## src/rtl/hsm_pkg.sv

```systemverilog
package hsm_pkg;
  localparam int NUM_VIOL = 5;
  localparam int CODE_W   = $clog2(NUM_VIOL + 1);
  // flag bit positions; code reported is position + 1, lower wins
  localparam int IDX_DEP   = 0;
  localparam int IDX_DROP  = 1;
  localparam int IDX_HOLD  = 2;
  localparam int IDX_FRAME = 3;
  localparam int IDX_READY = 4;
endpackage

```

## src/rtl/hsm_rst_sync.sv

```systemverilog
module hsm_rst_sync #(
  parameter int STAGES = 2
) (
  input  logic clk,
  input  logic rst_n,
  output logic rst_q_n
);
  logic [STAGES-1:0] chain_q;
  logic [STAGES-1:0] chain_d;

  always_comb begin
    chain_d = {chain_q[STAGES-2:0], 1'b1};
  end

  always_ff @(posedge clk or negedge rst_n) begin
    if (!rst_n) chain_q <= '0;
    else        chain_q <= chain_d;
  end

  assign rst_q_n = chain_q[STAGES-1];
endmodule

```

## src/rtl/hsm_history.sv

```systemverilog
module hsm_history #(
  parameter int DATA_W = 8
) (
  input  logic              clk,
  input  logic              rst_q_n,
  input  logic              valid,
  input  logic              ready,
  input  logic [DATA_W-1:0] data,
  input  logic              first,
  input  logic              last,
  output logic              prev_valid,
  output logic              prev_ready,
  output logic [DATA_W+1:0] prev_beat,
  output logic              exp_first
);
  localparam int BEAT_W = DATA_W + 2;

  logic [BEAT_W-1:0] beat_d;
  logic              xfer;
  logic              exp_d;
  logic              exp_en;

  always_comb begin
    beat_d = {data, first, last};
    xfer   = valid & ready;
    exp_en = xfer;
    exp_d  = last;
  end

  always_ff @(posedge clk or negedge rst_q_n) begin
    if (!rst_q_n) begin
      prev_valid <= 1'b0;
      prev_ready <= 1'b0;
      prev_beat  <= '0;
      exp_first  <= 1'b1;
    end else begin
      prev_valid <= valid;
      prev_ready <= ready;
      prev_beat  <= beat_d;
      if (exp_en) exp_first <= exp_d;
    end
  end
endmodule

```

## src/rtl/hsm_rules.sv

```systemverilog
module hsm_rules
  import hsm_pkg::*;
#(
  parameter int DATA_W      = 8,
  parameter bit UP_HOLDS    = 1'b0,
  parameter bit DN_BLIND    = 1'b0,
  parameter bit CHECK_FIRST = 1'b0
) (
  input  logic                valid,
  input  logic                ready,
  input  logic [DATA_W-1:0]   data,
  input  logic                first,
  input  logic                last,
  input  logic                prev_valid,
  input  logic                prev_ready,
  input  logic [DATA_W+1:0]   prev_beat,
  input  logic                exp_first,
  output logic [NUM_VIOL-1:0] hit
);
  logic stalled;
  logic prev_xfer;
  logic beat_moved;

  always_comb begin
    stalled    = prev_valid & ~prev_ready;
    prev_xfer  = prev_valid & prev_ready;
    beat_moved = ({data, first, last} != prev_beat);

    hit = '0;
    hit[IDX_DEP]   = (valid ^ prev_valid) & (ready ^ prev_ready) &
                     (valid ^ ready) & ~prev_xfer;
    hit[IDX_DROP]  = UP_HOLDS & stalled & ~valid;
    hit[IDX_HOLD]  = UP_HOLDS & stalled & valid & beat_moved;
    hit[IDX_FRAME] = CHECK_FIRST & valid & ready & (first != exp_first);
    hit[IDX_READY] = DN_BLIND & ~ready;
  end
endmodule

```

## src/rtl/hsm_flags.sv

```systemverilog
module hsm_flags #(
  parameter int NUM_VIOL = 5,
  parameter int CODE_W   = 3
) (
  input  logic                clk,
  input  logic                rst_q_n,
  input  logic [NUM_VIOL-1:0] hit,
  output logic [NUM_VIOL-1:0] flags_q,
  output logic [CODE_W-1:0]   code_q
);
  logic [NUM_VIOL-1:0] flags_d;
  logic [CODE_W-1:0]   lead_code;
  logic                flags_en;
  logic                code_en;

  always_comb begin
    lead_code = '0;
    for (int i = NUM_VIOL - 1; i >= 0; i--) begin
      if (hit[i]) lead_code = CODE_W'(i + 1);
    end
    flags_d  = flags_q | hit;
    flags_en = |hit;
    code_en  = (code_q == '0) & (|hit);
  end

  always_ff @(posedge clk or negedge rst_q_n) begin
    if (!rst_q_n) begin
      flags_q <= '0;
      code_q  <= '0;
    end else begin
      if (flags_en) flags_q <= flags_d;
      if (code_en)  code_q  <= lead_code;
    end
  end
endmodule

```

## src/rtl/hs_link_monitor.sv

```systemverilog
module hs_link_monitor
  import hsm_pkg::*;
#(
  parameter int DATA_W           = 8,
  parameter bit UP_HOLDS         = 1'b0,
  parameter bit DN_NEEDS_HOLD    = 1'b0,
  parameter bit DN_BLIND         = 1'b0,
  parameter bit UP_FORBIDS_BLIND = 1'b0,
  parameter bit CHECK_FIRST      = 1'b0
) (
  input  logic                clk,
  input  logic                rst_n,
  input  logic                link_valid,
  input  logic                link_ready,
  input  logic [DATA_W-1:0]   link_data,
  input  logic                link_first,
  input  logic                link_last,
  output logic                cfg_err,
  output logic [NUM_VIOL-1:0] viol_flags,
  output logic [CODE_W-1:0]   viol_code
);
  localparam bit BAD_CFG = (DN_NEEDS_HOLD && !UP_HOLDS) ||
                           (DN_BLIND && UP_FORBIDS_BLIND);

  logic              rst_q_n;
  logic              prev_valid;
  logic              prev_ready;
  logic [DATA_W+1:0] prev_beat;
  logic              exp_first;
  logic [NUM_VIOL-1:0] hit;

  assign cfg_err = BAD_CFG;

  hsm_rst_sync #(.STAGES(2)) u_rst (
    .clk(clk), .rst_n(rst_n), .rst_q_n(rst_q_n)
  );

  hsm_history #(.DATA_W(DATA_W)) u_hist (
    .clk(clk), .rst_q_n(rst_q_n),
    .valid(link_valid), .ready(link_ready), .data(link_data),
    .first(link_first), .last(link_last),
    .prev_valid(prev_valid), .prev_ready(prev_ready),
    .prev_beat(prev_beat), .exp_first(exp_first)
  );

  hsm_rules #(
    .DATA_W(DATA_W), .UP_HOLDS(UP_HOLDS),
    .DN_BLIND(DN_BLIND), .CHECK_FIRST(CHECK_FIRST)
  ) u_rules (
    .valid(link_valid), .ready(link_ready), .data(link_data),
    .first(link_first), .last(link_last),
    .prev_valid(prev_valid), .prev_ready(prev_ready),
    .prev_beat(prev_beat), .exp_first(exp_first), .hit(hit)
  );

  hsm_flags #(.NUM_VIOL(NUM_VIOL), .CODE_W(CODE_W)) u_flags (
    .clk(clk), .rst_q_n(rst_q_n), .hit(hit),
    .flags_q(viol_flags), .code_q(viol_code)
  );
endmodule

```

## config.mk

```make
export PLATFORM = sky130hd
export DESIGN_NAME = hs_link_monitor
export DESIGN_NICKNAME = d
export VERILOG_FILES = /design/src/rtl/hsm_pkg.sv /design/src/rtl/hsm_rst_sync.sv /design/src/rtl/hsm_history.sv /design/src/rtl/hsm_rules.sv /design/src/rtl/hsm_flags.sv /design/src/rtl/hs_link_monitor.sv
export SDC_FILE = /design/constraint.sdc
export NUM_CORES = 1
export LEC_CHECK = 0
export BUFFER_PORTS_ARGS = -buffer_cell sky130_fd_sc_hd__buf_2
export CORE_AREA = 5 5 42 44
export CTS_CLUSTER_DIAMETER = 50
export DETAILED_ROUTE_END_ITERATION = 8
export DIE_AREA = 0 0 47 49
export GPL_TIMING_DRIVEN = 0
export PLACE_DENSITY_LB_ADDON = 0.3
export SETUP_SLACK_MARGIN = 0.1
export SYNTH_ARGS = -nofsm -noshare
export SYNTH_HDL_FRONTEND = slang
export SYNTH_SLANG_ARGS = --single-unit
export TNS_END_PERCENT = 10
```

## constraint.sdc

```tcl
create_clock -name clk -period 0.8 [get_ports clk]
set_input_delay 0.04 -clock clk [delete_from_list [all_inputs] [get_ports clk]]
set_output_delay 0.04 -clock clk [all_outputs]
set_load 0.005 [all_outputs]
```

==> impl_metrics.yaml <==
clock_tree:
  clockBufferDepth: 2
  cts_setup_buffers: 0
  cts_max_level: 1
  cts_tree: "yes"
  path_clk_slew_ps: 40
  cts_resized: 0
  cts-root-buf: "clkbuf_4"
  clk_latency_ps: 230
  cts_made_buffers: 3
  clock_sinks: 6
finish:
  syn_to_final_growth_pct: 49.25
  num_antenna_cells: 0
  final_cells: 52
  fin_nets: 52
  final_core_util: 0.2652
  final_area_um2: 371.6
  drive_gt1_frac: 0.4444
synthesis:
  ys_warn_count: 0
  synth-seq-area-share: 0.6030
  synth-seq-cells: 6
  synthAdderAreaFrac: 0
  synth_compound_area_frac: 0
  synth_mux_area_frac: 0
  synth_xor_area_frac: 0
  synth_top_family_by_area: "buffers and inverters"
  syn_avg_cell_area_um2: 13.10
  synth.distinct_cells: 6
  synth-simple-area-share: 0.1558
  syn-cell-area_um2: 249.0
  syn_inst: 19
global_routing:
  grt_max_degree: 5
  first_global_vias: 148
  grt_first_pass_wirelength_um: 524
  antenna_found_initial: 0
  grt_overflow: 0
  grt_use_total: 0.03824
power_and_ir_drop:
  pwr-share-clk: 0.402
  power_mw: 0.6426
  comb_power_share: 0.097
  swShare: 0.1822
  power_density_nw_per_um2: 1729
  power.internal_mw: 0.5256
  p_leak_nw: 0.1818
  p_seq_frac: 0.501
  ir_worst_vdd_mv: 0.7001
  netSwitchingPower_mw: 0.1171
routing:
  drc_errors: 0
  routed_via_density: 3.154
  drt_first_iter_violations: 0
  ant_nets: 0
  vias: 164
  wl_um: 373
  avgRoutedWirePerCell_um: 7.173
  drt_pass1_iterations: 1
placement:
  post-place-cells: 46
  dpl_worst_slack_ps: -267.3
  gp_congestion: 0.5490
  dpl-instance-area_um2: 319.1
  portBuffers: 5
floorplanning:
  die-area_um2: 2303
  core_um2: 1401
  start_util: 0.1777
  fp-row-count: 14
  die_x_um: 47
  ios: 23
  fp.dieH_um: 49
sta:
  slew_violations: 0
  period_share: 1.307
  period_needed_ps: 1046
  holdWs_ps: 52.06
  setup_ws_ps: -245.7
  finalHoldViolations: 0
  finalSetupTns_ps: -488.9
  rsz0062_at_grt: "yes"
  setup_viol: 2
  max_freq_mhz: 956.3
  fin_skew_ps: 1.030
worst_setup_path:
  crit_arrival_ps: 1210
  startpoint_type: "register"
  crit_type: "reg -> reg"
  cp-end-kind: "register"
  required_ps: 970
  critPathMaxFanout: 2
outcome:
  status: "complete, but fails checks"
  violations: "negative setup slack"
job:
  cap_viol_max_count: 0
hold_path:
  hold_class: "reg -> async"
## metal layers
layer	vias up	routed length [um]	share of wire	GRT usage
met5	-	0	0	0
met4	0	12	0.032	0.06912
met3	2	56	0.15	0.02214
met2	9	179	0.48	0.04299
met1	71	125	0.34	0.03132
li1	82	-	-	-
## state kept, by name (all words and copies together) (netlist names)
name / cells
u_rst.chain_q: 2
u_hist.prev_valid: 1
u_flags.flags_q: 1
u_flags.code_q: 1
u_hist.prev_ready: 1
## cell usage after synthesis, drive strengths merged
| library cell | instances | area, um^2 |
|---|---|---|
| dfrtp | 6 | 150.1 |
| buf | 7 | 52.55 |
| or4bb | 2 | 23.77 |
| nand3b | 2 | 15.01 |
| conb | 2 | 7.510 |
## power by group through the flow
stage          clock network (mW)  registers, mW  logic [mW]
6_report                    0.258          0.322      0.0622
5_1_grt                     0.286          0.324      0.0696
3_5_place_dp                    0          0.326      0.0502
4_1_cts                     0.278          0.322      0.0617
2_1_floorplan                   0          0.325      0.0386
3_3_place_gp                    0          0.326      0.0496
## repair_timing
item | in CTS | in global routing
pin swaps | 1 | 0
hold endpoints to repair | 4 | 0
endpoints found under the setup margin | 4 | 4
hold buffers | 3 | 0
## cell families after synthesis
family / Yosys count
buffers and inverters: 7
DFF: 6
and+or+nand+nor: 4
other: 2
## worst paths after layout
| path | start | slack [ps] | cells past startpoint | endpoint |
|---|---|---|---|---|
| max reg2reg | u_hist.prev_valid$_DFF_PN0_ | -250 | 2 | u_flags.flags_q[0]$_DFFE_PN0P_ |
| max in group asynchronous | rst_n | 590 | 2 | u_rst.chain_q[0]$_DFF_PN0_ |
| min in group clk | link_ready | 140 | 3 | u_flags.code_q[0]$_DFFE_PN0P_ |
| min | u_rst.chain_q[1]$_DFF_PN0_ | 50 | 0 | u_hist.prev_valid$_DFF_PN0_ |
| max | u_hist.prev_valid$_DFF_PN0_ | -250 | 2 | u_flags.flags_q[0]$_DFFE_PN0P_ |
| min reg2reg | u_rst.chain_q[1]$_DFF_PN0_ | 50 | 0 | u_hist.prev_valid$_DFF_PN0_ |
## worst max-delay path: stages, from the launching register on
cell      delay (ps)
dfrtp_1          370
or4bb_4          510
nand3b_1         100
## cell usage in the layout (no fill, tap or decap), drive strengths merged
cell type	instances
dfrtp	6
clkbuf	3
nand3b	2
conb	8
buf	12
or4bb	2
dlygate4sd3	3
## cell type report
| cell class | count | area, um^2 |
|---|---|---|
| plain buffers | 7 | 52.55 |
| well taps | 16 | 20.02 |
| repair buffers | 8 | 55.05 |
| fillers | 153 | 1030 |
| clock buffers | 3 | 22.52 |
| multi-input cells | 12 | 71.32 |
| flip-flops and latches | 6 | 150.1 |
Note: power is estimated with default switching activity, not from simulation.
